==> src/rtl/nt_uart_pkg.sv <==
package nt_uart_pkg;
  typedef enum logic [1:0] {
    TXK_DATA  = 2'd0,
    TXK_IDLE  = 2'd1,
    TXK_BREAK = 2'd2,
    TXK_ALT   = 2'd3
  } tx_kind_e;

  typedef enum logic [1:0] {
    RX_IDLE,
    RX_START,
    RX_DATA,
    RX_STOP
  } rx_state_e;
endpackage

==> src/rtl/nt_uart_tx.sv <==
module nt_uart_tx
  import nt_uart_pkg::*;
#(
  parameter int OSR = 16,
  parameter int DW  = 8
) (
  input  logic          clk,
  input  logic          rst_n,
  input  logic          tick,
  input  logic          tx_valid,
  input  logic [DW-1:0] tx_data,
  input  tx_kind_e      tx_kind,
  output logic          tx_ready,
  output logic          txd
);
  localparam int FW = DW + 2;
  localparam int CW = $clog2(OSR);
  localparam int BW = $clog2(FW + 1);

  logic          hold_full;
  logic [FW-1:0] hold_frame;
  logic [FW-1:0] shreg;
  logic          busy;
  logic [CW-1:0] cnt;
  logic [BW-1:0] left;
  logic          take, last, load;

  function automatic logic [FW-1:0] build(tx_kind_e k, logic [DW-1:0] d);
    case (k)
      TXK_IDLE:  build = '1;
      TXK_BREAK: build = '0;
      default:   build = {1'b1, d, 1'b0};
    endcase
  endfunction

  assign tx_ready = !hold_full;
  assign take     = tx_valid && tx_ready;
  assign last     = busy && (cnt == CW'(OSR - 1)) && (left == BW'(1));
  assign load     = tick && hold_full && (!busy || last);
  assign txd      = busy ? shreg[0] : 1'b1;

  // holding register: one item waiting while the shifter runs
  always_ff @(posedge clk or negedge rst_n) begin
    if (!rst_n) begin
      hold_full  <= 1'b0;
      hold_frame <= '1;
    end else if (take) begin
      hold_full  <= 1'b1;
      hold_frame <= build(tx_kind, tx_data);
    end else if (load) begin
      hold_full  <= 1'b0;
    end
  end

  // shifter: LSB first, OSR ticks per bit
  always_ff @(posedge clk or negedge rst_n) begin
    if (!rst_n) begin
      busy  <= 1'b0;
      cnt   <= '0;
      left  <= '0;
      shreg <= '1;
    end else if (load) begin
      busy  <= 1'b1;
      cnt   <= '0;
      left  <= BW'(FW);
      shreg <= hold_frame;
    end else if (tick && busy) begin
      if (cnt == CW'(OSR - 1)) begin
        cnt <= '0;
        if (left == BW'(1)) begin
          busy <= 1'b0;
        end else begin
          shreg <= {1'b1, shreg[FW-1:1]};
          left  <= left - 1'b1;
        end
      end else begin
        cnt <= cnt + 1'b1;
      end
    end
  end
endmodule

==> src/rtl/nt_uart_rx.sv <==
module nt_uart_rx
  import nt_uart_pkg::*;
#(
  parameter int OSR = 16,
  parameter int DW  = 8
) (
  input  logic          clk,
  input  logic          rst_n,
  input  logic          tick,
  input  logic          rxd_s,
  output logic          done,
  output logic [DW-1:0] data,
  output logic          stop_ok
);
  localparam int CW = $clog2(OSR);
  localparam int IW = $clog2(DW);
  localparam logic [CW-1:0] LAST   = CW'(OSR - 1);
  localparam logic [CW-1:0] DEC    = CW'(OSR / 2 + 1);
  localparam logic [CW-1:0] WIDELO = CW'(OSR / 2 - 5);
  localparam logic [CW-1:0] MIDLO  = CW'(OSR / 2 - 1);
  localparam logic [CW-1:0] EARLY  = CW'(OSR / 2 - 2);
  localparam logic [CW-1:0] LATE   = CW'(OSR / 2 + 2);

  rx_state_e     st;
  logic [CW-1:0] cnt;
  logic [IW-1:0] idx;
  logic [2:0]    ones, ones_n;
  logic [DW-1:0] sh;
  logic          prev, fall, in_win;

  always_comb begin
    fall   = prev & ~rxd_s;
    in_win = (st == RX_DATA) ? (cnt >= MIDLO && cnt <= DEC)
                             : (cnt >= WIDELO && cnt <= DEC);
    ones_n = ones + 3'(in_win & rxd_s);
  end

  always_ff @(posedge clk or negedge rst_n) begin
    if (!rst_n) begin
      st      <= RX_IDLE;
      cnt     <= '0;
      idx     <= '0;
      ones    <= '0;
      sh      <= '0;
      prev    <= 1'b1;
      done    <= 1'b0;
      data    <= '0;
      stop_ok <= 1'b1;
    end else begin
      done <= 1'b0;
      if (tick) begin
        prev <= rxd_s;
        unique case (st)
          RX_IDLE: begin
            if (fall) begin
              st   <= RX_START;
              cnt  <= CW'(1);
              ones <= '0;
            end
          end
          RX_START: begin
            cnt  <= cnt + 1'b1;
            ones <= ones_n;
            if (cnt == DEC && ones_n >= 3'd4) begin
              st <= RX_IDLE;
            end else if (cnt == LAST) begin
              st   <= RX_DATA;
              cnt  <= '0;
              ones <= '0;
              idx  <= '0;
            end
          end
          RX_DATA: begin
            if (fall && cnt <= EARLY) begin
              cnt  <= CW'(1);
              ones <= '0;
            end else if ((fall && cnt >= LATE) || cnt == LAST) begin
              cnt  <= fall ? CW'(1) : '0;
              ones <= '0;
              if (idx == IW'(DW - 1)) st <= RX_STOP;
              else idx <= idx + 1'b1;
            end else begin
              cnt  <= cnt + 1'b1;
              ones <= ones_n;
              if (cnt == DEC) sh <= {(ones_n >= 3'd2), sh[DW-1:1]};
            end
          end
          RX_STOP: begin
            cnt  <= cnt + 1'b1;
            ones <= ones_n;
            if (cnt == DEC) begin
              done    <= 1'b1;
              data    <= sh;
              stop_ok <= (ones_n >= 3'd4);
              st      <= RX_IDLE;
            end
          end
        endcase
      end
    end
  end
endmodule

==> src/rtl/nt_uart_rxq.sv <==
module nt_uart_rxq #(
  parameter int OSR = 16,
  parameter int DW  = 8
) (
  input  logic          clk,
  input  logic          rst_n,
  input  logic          tick,
  input  logic          rxd_s,
  input  logic          done,
  input  logic [DW-1:0] data,
  input  logic          stop_ok,
  input  logic          standby_req,
  input  logic          rx_ready,
  output logic          rx_valid,
  output logic [DW-1:0] rx_data,
  output logic          rx_ovr,
  output logic          rx_ferr,
  output logic          rx_standby
);
  localparam int GAP = OSR * (DW + 2);
  localparam int GW  = $clog2(GAP + 1);

  logic [GW-1:0] quiet;

  // standby entry and quiet-line exit
  always_ff @(posedge clk or negedge rst_n) begin
    if (!rst_n) begin
      rx_standby <= 1'b0;
      quiet      <= '0;
    end else if (standby_req) begin
      rx_standby <= 1'b1;
      quiet      <= '0;
    end else if (tick) begin
      if (!rxd_s) begin
        quiet <= '0;
      end else if (quiet != GW'(GAP)) begin
        quiet <= quiet + 1'b1;
        if (quiet == GW'(GAP - 1)) rx_standby <= 1'b0;
      end
    end
  end

  // one-entry output register with overrun and framing flags
  always_ff @(posedge clk or negedge rst_n) begin
    if (!rst_n) begin
      rx_valid <= 1'b0;
      rx_data  <= '0;
      rx_ovr   <= 1'b0;
      rx_ferr  <= 1'b0;
    end else if (done && !rx_standby) begin
      if (rx_valid && !rx_ready) begin
        rx_ovr <= 1'b1;
      end else begin
        rx_valid <= 1'b1;
        rx_data  <= data;
        rx_ferr  <= !stop_ok;
        rx_ovr   <= 1'b0;
      end
    end else if (rx_valid && rx_ready) begin
      rx_valid <= 1'b0;
      rx_ovr   <= 1'b0;
    end
  end
endmodule

==> src/rtl/nt_uart.sv <==
module nt_uart
  import nt_uart_pkg::*;
#(
  parameter int OSR = 16,
  parameter int DW  = 8
) (
  input  logic          clk,
  input  logic          rst_n,
  input  logic          tick16,
  input  logic          tx_valid,
  output logic          tx_ready,
  input  logic [DW-1:0] tx_data,
  input  logic [1:0]    tx_kind,
  output logic          txd,
  input  logic          rxd,
  output logic          rx_valid,
  input  logic          rx_ready,
  output logic [DW-1:0] rx_data,
  output logic          rx_ovr,
  output logic          rx_ferr,
  input  logic          standby_req,
  output logic          rx_standby
);
  logic [1:0]    sync;
  logic          rxd_s;
  logic          f_done, f_stop_ok;
  logic [DW-1:0] f_data;

  always_ff @(posedge clk or negedge rst_n) begin
    if (!rst_n) sync <= 2'b11;
    else        sync <= {sync[0], rxd};
  end
  assign rxd_s = sync[1];

  nt_uart_tx #(.OSR(OSR), .DW(DW)) u_tx (
    .clk(clk), .rst_n(rst_n), .tick(tick16),
    .tx_valid(tx_valid), .tx_data(tx_data), .tx_kind(tx_kind_e'(tx_kind)),
    .tx_ready(tx_ready), .txd(txd)
  );

  nt_uart_rx #(.OSR(OSR), .DW(DW)) u_rx (
    .clk(clk), .rst_n(rst_n), .tick(tick16), .rxd_s(rxd_s),
    .done(f_done), .data(f_data), .stop_ok(f_stop_ok)
  );

  nt_uart_rxq #(.OSR(OSR), .DW(DW)) u_rxq (
    .clk(clk), .rst_n(rst_n), .tick(tick16), .rxd_s(rxd_s),
    .done(f_done), .data(f_data), .stop_ok(f_stop_ok),
    .standby_req(standby_req), .rx_ready(rx_ready),
    .rx_valid(rx_valid), .rx_data(rx_data), .rx_ovr(rx_ovr),
    .rx_ferr(rx_ferr), .rx_standby(rx_standby)
  );
endmodule

==> config.mk <==
export PLATFORM = sky130hd
export DESIGN_NAME = nt_uart
export DESIGN_NICKNAME = d
export VERILOG_FILES = /design/src/rtl/nt_uart_pkg.sv /design/src/rtl/nt_uart_tx.sv /design/src/rtl/nt_uart_rx.sv /design/src/rtl/nt_uart_rxq.sv /design/src/rtl/nt_uart.sv
export SDC_FILE = /design/constraint.sdc
export NUM_CORES = 1
export LEC_CHECK = 0
export ABC_AREA = 1
export CAP_MARGIN = 20
export CORE_ASPECT_RATIO = 0.9
export CORE_UTILIZATION = 25
export CTS_BUF_LIST = sky130_fd_sc_hd__clkbuf_4 sky130_fd_sc_hd__clkbuf_8
export CTS_CLUSTER_DIAMETER = 30
export DETAILED_ROUTE_END_ITERATION = 10
export GPL_TIMING_DRIVEN = 0
export PLACE_DENSITY = 0.52
export SLEW_MARGIN = 20
export SYNTH_ARGS = -nofsm -noshare
export SYNTH_HDL_FRONTEND = slang
export SYNTH_SLANG_ARGS = --single-unit
export TNS_END_PERCENT = 1
==> constraint.sdc <==
create_clock -name clk -period 3.9 [get_ports clk]
set_input_delay 0.585 -clock clk [delete_from_list [all_inputs] [get_ports clk]]
set_output_delay 0.585 -clock clk [all_outputs]
set_load 0.05 [all_outputs]
# Yosys cells after proc, flatten, opt, wreduce, memory -nomap -nowiden
# Index checks and enable logic that the tools add are counted.
op_classes:
  n_addsub: 6
  multipliers: 0
  div: 0
  order_cmp: 7
  n_eq_ne: 24
  shifts: 0
  n_mux: 64
  n_bitwise: 6
  n_reduce_logical: 43
op_table:
  columns: ["operator", "n"]
  rows:
  - ["4-bit 2-to-1 mux", 12]
  - ["10-bit 2-to-1 mux", 4]
  - ["8-bit 2-to-1 mux", 4]
  - ["3-bit 2-to-1 mux", 10]
  - ["1-bit 2-to-1 mux", 22]
  - ["10-bit case mux with 2 select lines", 1]
  - ["2-bit nonzero test", 10]
  - ["4-bit case mux with 4 select lines", 1]
  - ["1-bit logical AND", 14]
  - ["2-bit 2-to-1 mux", 7]
  - ["7-bit AND reduction", 2]
  - ["4-bit == test, second input constant", 3]
  - ["2-bit inequality test, second input constant", 6]
  - ["3-bit case mux with 4 select lines", 1]
  - ["3-bit AND reduction", 3]
  - ["4-bit by 1-bit adder with 4-bit output, second input constant", 2]
  - ["8-bit by 1-bit adder with 8-bit output, second input constant", 1]
  - ["8-bit == test, second input constant", 1]
  - ["2-bit by 1-bit inequality test with 1-bit output, second input constant", 4]
  - ["8-bit inequality test, second input constant", 1]
  - ["2-bit case mux with 4 select lines", 1]
  - ["2-bit AND reduction", 4]
  - ["2-bit == test, second input constant", 3]
  - ["3-bit case mux with 2 select lines", 1]
  - ["other kinds (22)", 32]
word_totals:
  reg_bits: 83
  latchBits: 0
  ram_bits: 0
  mem_bits_ro: 0
  inputBits: 17
  out_inout_bits: 14
  elab_cells: 172
  n_memories: 0

# Logic depth before layout (Yosys ltp)
depth:
  depth_word: 9
  ltp_mapped: 15
  mapped_depth_nobuf: 15

# By module
# Synthesis repeated with hierarchy kept, for this count alone.
hier_totals:
  hier_cells: 519
  hier_area_um2: 4285.4
modules_own_cells:
  columns: ["mod", "instances", "cells_per_inst", "area_each_um2", "seq_area_each_um2"]
  rows:
  - ["nt_uart_rx", 1, 195, 1655.3, 778.2]
  - ["nt_uart_tx", 1, 190, 1572.8, 775.7]
  - ["nt_uart_rxq", 1, 132, 1004.7, 500.5]
  - ["nt_uart", 1, 2, 52.6, 52.6]

# Worst setup path after synthesis
# No wires, ideal clock.
synth_path:
  kind: "flip-flop to flip-flop"
  from: "register u_rx.cnt[0]"
  to: "register u_rx.st[0]"
  setup_time_ps: 119
  arrival_time_ps: 2161
  required_ps: 3781
  slack_ps: 1620
  stages_incl_launch_ff: 14
  n_path_buf: 0
  period_less_slack_ps: 2280
  path_cell_list: "dfrtp_1 -> ha_1 -> or2_2 -> a21oi_1 -> a211oi_1 -> ha_1 -> ha_1 -> nand2_1 -> inv_1 -> nor2_1 -> nand2_1 -> nand2_1 -> nand4_1 -> and2_1"
synth_between:
  elab_chain_len: 9
  word_cells_on_any_way: 24
  cone_classes: "add/sub (1); order compare (6); eq/ne (6); mux (3); bitwise (1); reduce/logical (7)"
synth_rtl:
  columns: ["item", "line_no", "text"]
  rows:
  - ["start, declared", "nt_uart_rx.sv:25", "logic [CW-1:0] cnt;"]
  - ["start signal, assigned", "nt_uart_rx.sv:62", "cnt <= cnt + 1'b1;"]
  - ["start signal, assigned", "nt_uart_rx.sv:78", "cnt <= fall ? CW'(1) : '0;"]
  - ["start signal, assigned", "nt_uart_rx.sv:83", "cnt <= cnt + 1'b1;"]
  - ["4-bit by 2-bit greater-or-equal comparator with 1-bit output, or another cell as far along", "nt_uart_rx.sv:34", ": (cnt >= WIDELO && cnt <= DEC);"]
  - ["1-bit logical AND, on equally long branches", "nt_uart_rx.sv:34, nt_uart_rx.sv:33", null]
  - ["1-bit 2-to-1 mux", "nt_uart_rx.sv:33", "in_win = (st == RX_DATA) ? (cnt >= MIDLO && cnt <= DEC)"]
  - ["1-bit bitwise AND", "nt_uart_rx.sv:35", "ones_n = ones + 3'(in_win & rxd_s);"]
  - ["3-bit adder", "nt_uart_rx.sv:35", null]
  - ["3-bit greater-or-equal comparator", "nt_uart_rx.sv:64", "if (cnt == DEC && ones_n >= 3'd4) begin"]
  - ["1-bit logical AND", "nt_uart_rx.sv:64", null]
  - ["3-bit by 1-bit inequality test with 1-bit output (no source line) / 2-bit 2-to-1 mux (equally long branches)", null, null]
  - ["7-bit AND reduction (no source line) / 2-bit case mux with 4 select lines (equally long branches)", null, null]
  - ["end signal, assigned", "nt_uart_rx.sv:65", "st <= RX_IDLE;"]
  - ["end signal, assigned", "nt_uart_rx.sv:67", "st <= RX_DATA;"]
  - ["end signal, assigned", "nt_uart_rx.sv:80", "if (idx == IW'(DW - 1)) st <= RX_STOP;"]
  - ["end, declared", "nt_uart_rx.sv:24", "rx_state_e st;"]
# Parallel ways exist; a longest one is shown, timed or not.
# A chain may end at the register's enable or synchronous reset.

# Final worst setup path
layout_path:
  from: "register u_tx.hold_full"
  to: "output port tx_ready"
layout_between:
  elab_chain_len: 1
layout_rtl:
  columns: ["item", "line_no", "text"]
  rows:
  - ["start, declared", "nt_uart_tx.sv:20", "logic hold_full;"]
  - ["start signal, assigned", "nt_uart_tx.sv:45", "hold_full <= 1'b0;"]
  - ["start signal, assigned", "nt_uart_tx.sv:48", "hold_full <= 1'b1;"]
  - ["start signal, assigned", "nt_uart_tx.sv:51", "hold_full <= 1'b0;"]
  - ["1-bit logical NOT", "nt_uart_tx.sv:36", "assign tx_ready = !hold_full;"]
  - ["end, declared", "nt_uart.sv:11", "output logic tx_ready,"]
# No other way between the ends.

==> metrics <==
Worst Skew=0.00786 ns; Req. time, crit path=3.31 ns; Tightest Pin Transition=between 0.5 and 0.6 ns; Power Density=482 mW/mm2; CTS sink cnt=just over 80; Distinct cells, synth=approximately 40; total congestion overflow=0; starting density of the core=between 20% and 30%; die area=about 0.018 mm2; kind of critical path=reg -> out; Critical Path Sink Type=output port; RSZ-0062 raised after global routing=no; die height=around 130 um; TritonCTS Buffers=9; Fin Setup TNS=0 ns; Wirelength per Cell=11.6 um; IO buf count=28; pre-CTS setup slack=about 1.4 ns; crit start category=flop; # rows=45; 1st-pass router iterations=7; DP HPWL=roughly 6400 um; Pleak=around 2.5 nW; register area share after synthesis=slightly below 50%; DRC=2; failing checks=DRC; Clk Latency, worst-skew pair=0.38 ns; CTS clk-pin slew, worst paths=approximately 0.08 ns; Placed Instance Area=0.00488 mm2; post_cts resized=0; first-pass GRT wire length=~16,000 um; syn_nets=537; # nets final=between 500 and 600; critical path's largest stage delay=~0.89 ns; CP Max Fanout=10; initial antenna violation count=0; worst path cell trace=inv_1, clkbuf_1, clkdlybuf4s50_1; buffer and inverter count on the worst path=3; main flop type after synthesis=dfrtp_1; CP max stage cell=clkdlybuf4s50_1; Syn-to-layout area delta=17.9%; Antenna Nets Post-Route=0; Worst Hold Class=in -> async; status=finished with violations; Achievable Freq=approximately 0.38 GHz; fin worst setup slack=around 1.2 ns; Hold Vio Cnt, Final=0; number of global-route vias before repair=3,305; setup bufs post-CTS=0; max-cap viol count=0; synthesized area=between 0.004 and 0.005 mm2; max_slew headroom=64.2%; Tmin final=between 2 and 3 ns; # diodes=0; Final Cell Area=roughly 0.005 mm2; maximum VDD drop=between 0.15 and 0.2 mV; reg2reg setup slack=about 1.4 ns; Worst Path Arrival=2.07 ns; Avg Cell Area, Syn=around 8.5 um2; EDFF count, synth=0; period utilisation layout=between 60% and 70%; vias after detailed routing=between 3,000 and 4,000; WL final=8830 um; gr usage total=a little over a tenth; fin. max-slew vios=0; core area=0.0169 mm2; Syn. warnings=0; Vias/cell=around 4.4; hold buffers post-CTS=0; I/O pin count=31; CTS tree=yes; Synth Register Bits=83; Longest Clk Path Bufs=2; drt first-iter violations=roughly 270; die width=roughly 140 um; Final setup viols=0; Final Wtd Congestion=approximately 0.80; Clock Tree Root=clkbuf_8; delay-heaviest family, CP=buffers and inverters; Post-Synthesis Cells=slightly above 500; htree depth=3; FFs w/ async S/R, synth=100%; share of cells above drive strength 1=17.6%; pin count of the biggest net entering global routing=between 40 and 50
-- stage by stage --
step / total power, mW / utilization [%] / hold WS [ns] / std cells
finish: 2.45 / 30.1 / 0.195 / 761
global route: 2.64 / 30.1 / 0.222 / 761
CTS: 2.48 / 30.1 / 0.203 / 761
detailed placement: 1.83 / 28.9 / 0.347 / 745
global placement: 1.81 / 28.8 / 0.346 / 744
floorplan: 1.65 / - / 0.289 / 505
-- worst paths after layout --
kind,from,cells past startpoint,to
worst max register to register,u_rx.cnt[1],13,u_rx.st[0]
worst min-delay path,rst_n,1,u_tx.busy
min in group clk,sync[0],0,sync[1]
max in group asynchronous,rst_n,2,u_rx.stop_ok
worst max-delay path,u_tx.hold_full,3,tx_ready
worst min register to register,sync[0],0,sync[1]
-- cell families after synthesis --
logic type / synth area share (%)
mux: 0.261
buf+inv: 6.73
flops: 48.9
fa+ha+maj: 4.35
compound gates: 11.5
simple gates: 27.5
xor+xnor: 0.812
-- Yosys cell counts, types with 2 or more instances --
cell type,instances,area share [%]
inv_1,39,3.4
o21bai_1,2,0.35
nor3b_1,2,0.35
or2_2,2,0.29
nand3_1,31,3.6
nand3_2,2,0.46
o211ai_1,12,2.1
nor2_4,2,0.52
o21ai_1,24,2.8
o21ai_2,3,0.61
buf_4,4,0.70
nor2_8,2,0.93
dfrtp_1,59,34
nor3_1,2,0.23
inv_2,11,0.96
nand2_2,10,1.5
clkbuf_1,4,0.35
a21oi_1,23,2.7
buf_2,4,0.46
nand2_1,145,13
nand2_4,5,1.3
nand3_4,2,0.81
nor2_1,30,2.6
ha_1,15,4.4
nand4_1,12,1.7
dfstp_2,24,15
o21ai_0,16,1.9
buf_6,2,0.52
xor2_1,4,0.81
-- sequential cells by signal, indices dropped and copies added (netlist names), 2 cells and up, named ones only --
name,cells
u_tx.hold_frame,10
u_rxq.rx_data,8
u_rx.cnt,4
sync,2
u_tx.shreg,10
u_tx.left,4
u_rx.data,8
u_rxq.quiet,8
u_rx.idx,3
u_tx.cnt,4
u_rx.sh,8
u_rx.ones,3
-- layout make-up --
type                            instances  area, um2
Inverter                               52        203
Tap cell                              211        264
Buffer                                 14       87.6
Clock inverter                          7       78.8
Fill cell                            1793      11800
Clock buffer                            9        124
Timing Repair Buffer                   29        305
Multi-Input combinational cell        356       1920
Sequential cell                        83       2110
-- routing by layer --
| layer | GRT usage, % | routed length [um] | vias to the layer above |
|---|---|---|---|
| met2 | 16.8 | 3860 | 46 |
| met1 | 14.7 | 4560 | 1582 |
| met5 | 0 | 0 | - |
| li1 | - | - | 1737 |
| met3 | 2.60 | 248 | 15 |
| met4 | 4.60 | 159 | 0 |
-- report_power, final --
part | internal, mW | switching [mW]
clock network | 0.300 | 0.336
logic | 0.236 | 0.388
registers | 1.06 | 0.131
-- placed cells by master (no fill, tap or decap), types with 2 or more instances in the layout --
cell type          n
o211ai_1          12
dfrtp_1           59
ha_1              15
o21ai_1           24
inv_1             39
o21ai_0           16
inv_2             11
nand2_4            5
nor2_4             2
clkinv_4           6
o21bai_1           2
clkbuf_1           4
nand2_1          145
nand3_4            2
clkdlybuf4s50_1   27
buf_4              5
buf_2              4
a21oi_1           23
dfstp_2           24
o21ai_2            3
xor2_1             4
nand3_1           31
buf_6              2
nor2_1            30
nand2_2           10
nor3_1             2
nand3_2            2
nand4_1           12
nor3b_1            2
or2_2              2
nor2_8             2
clkbuf_8           9
No activity file was read; power rests on OpenSTA's default activity.
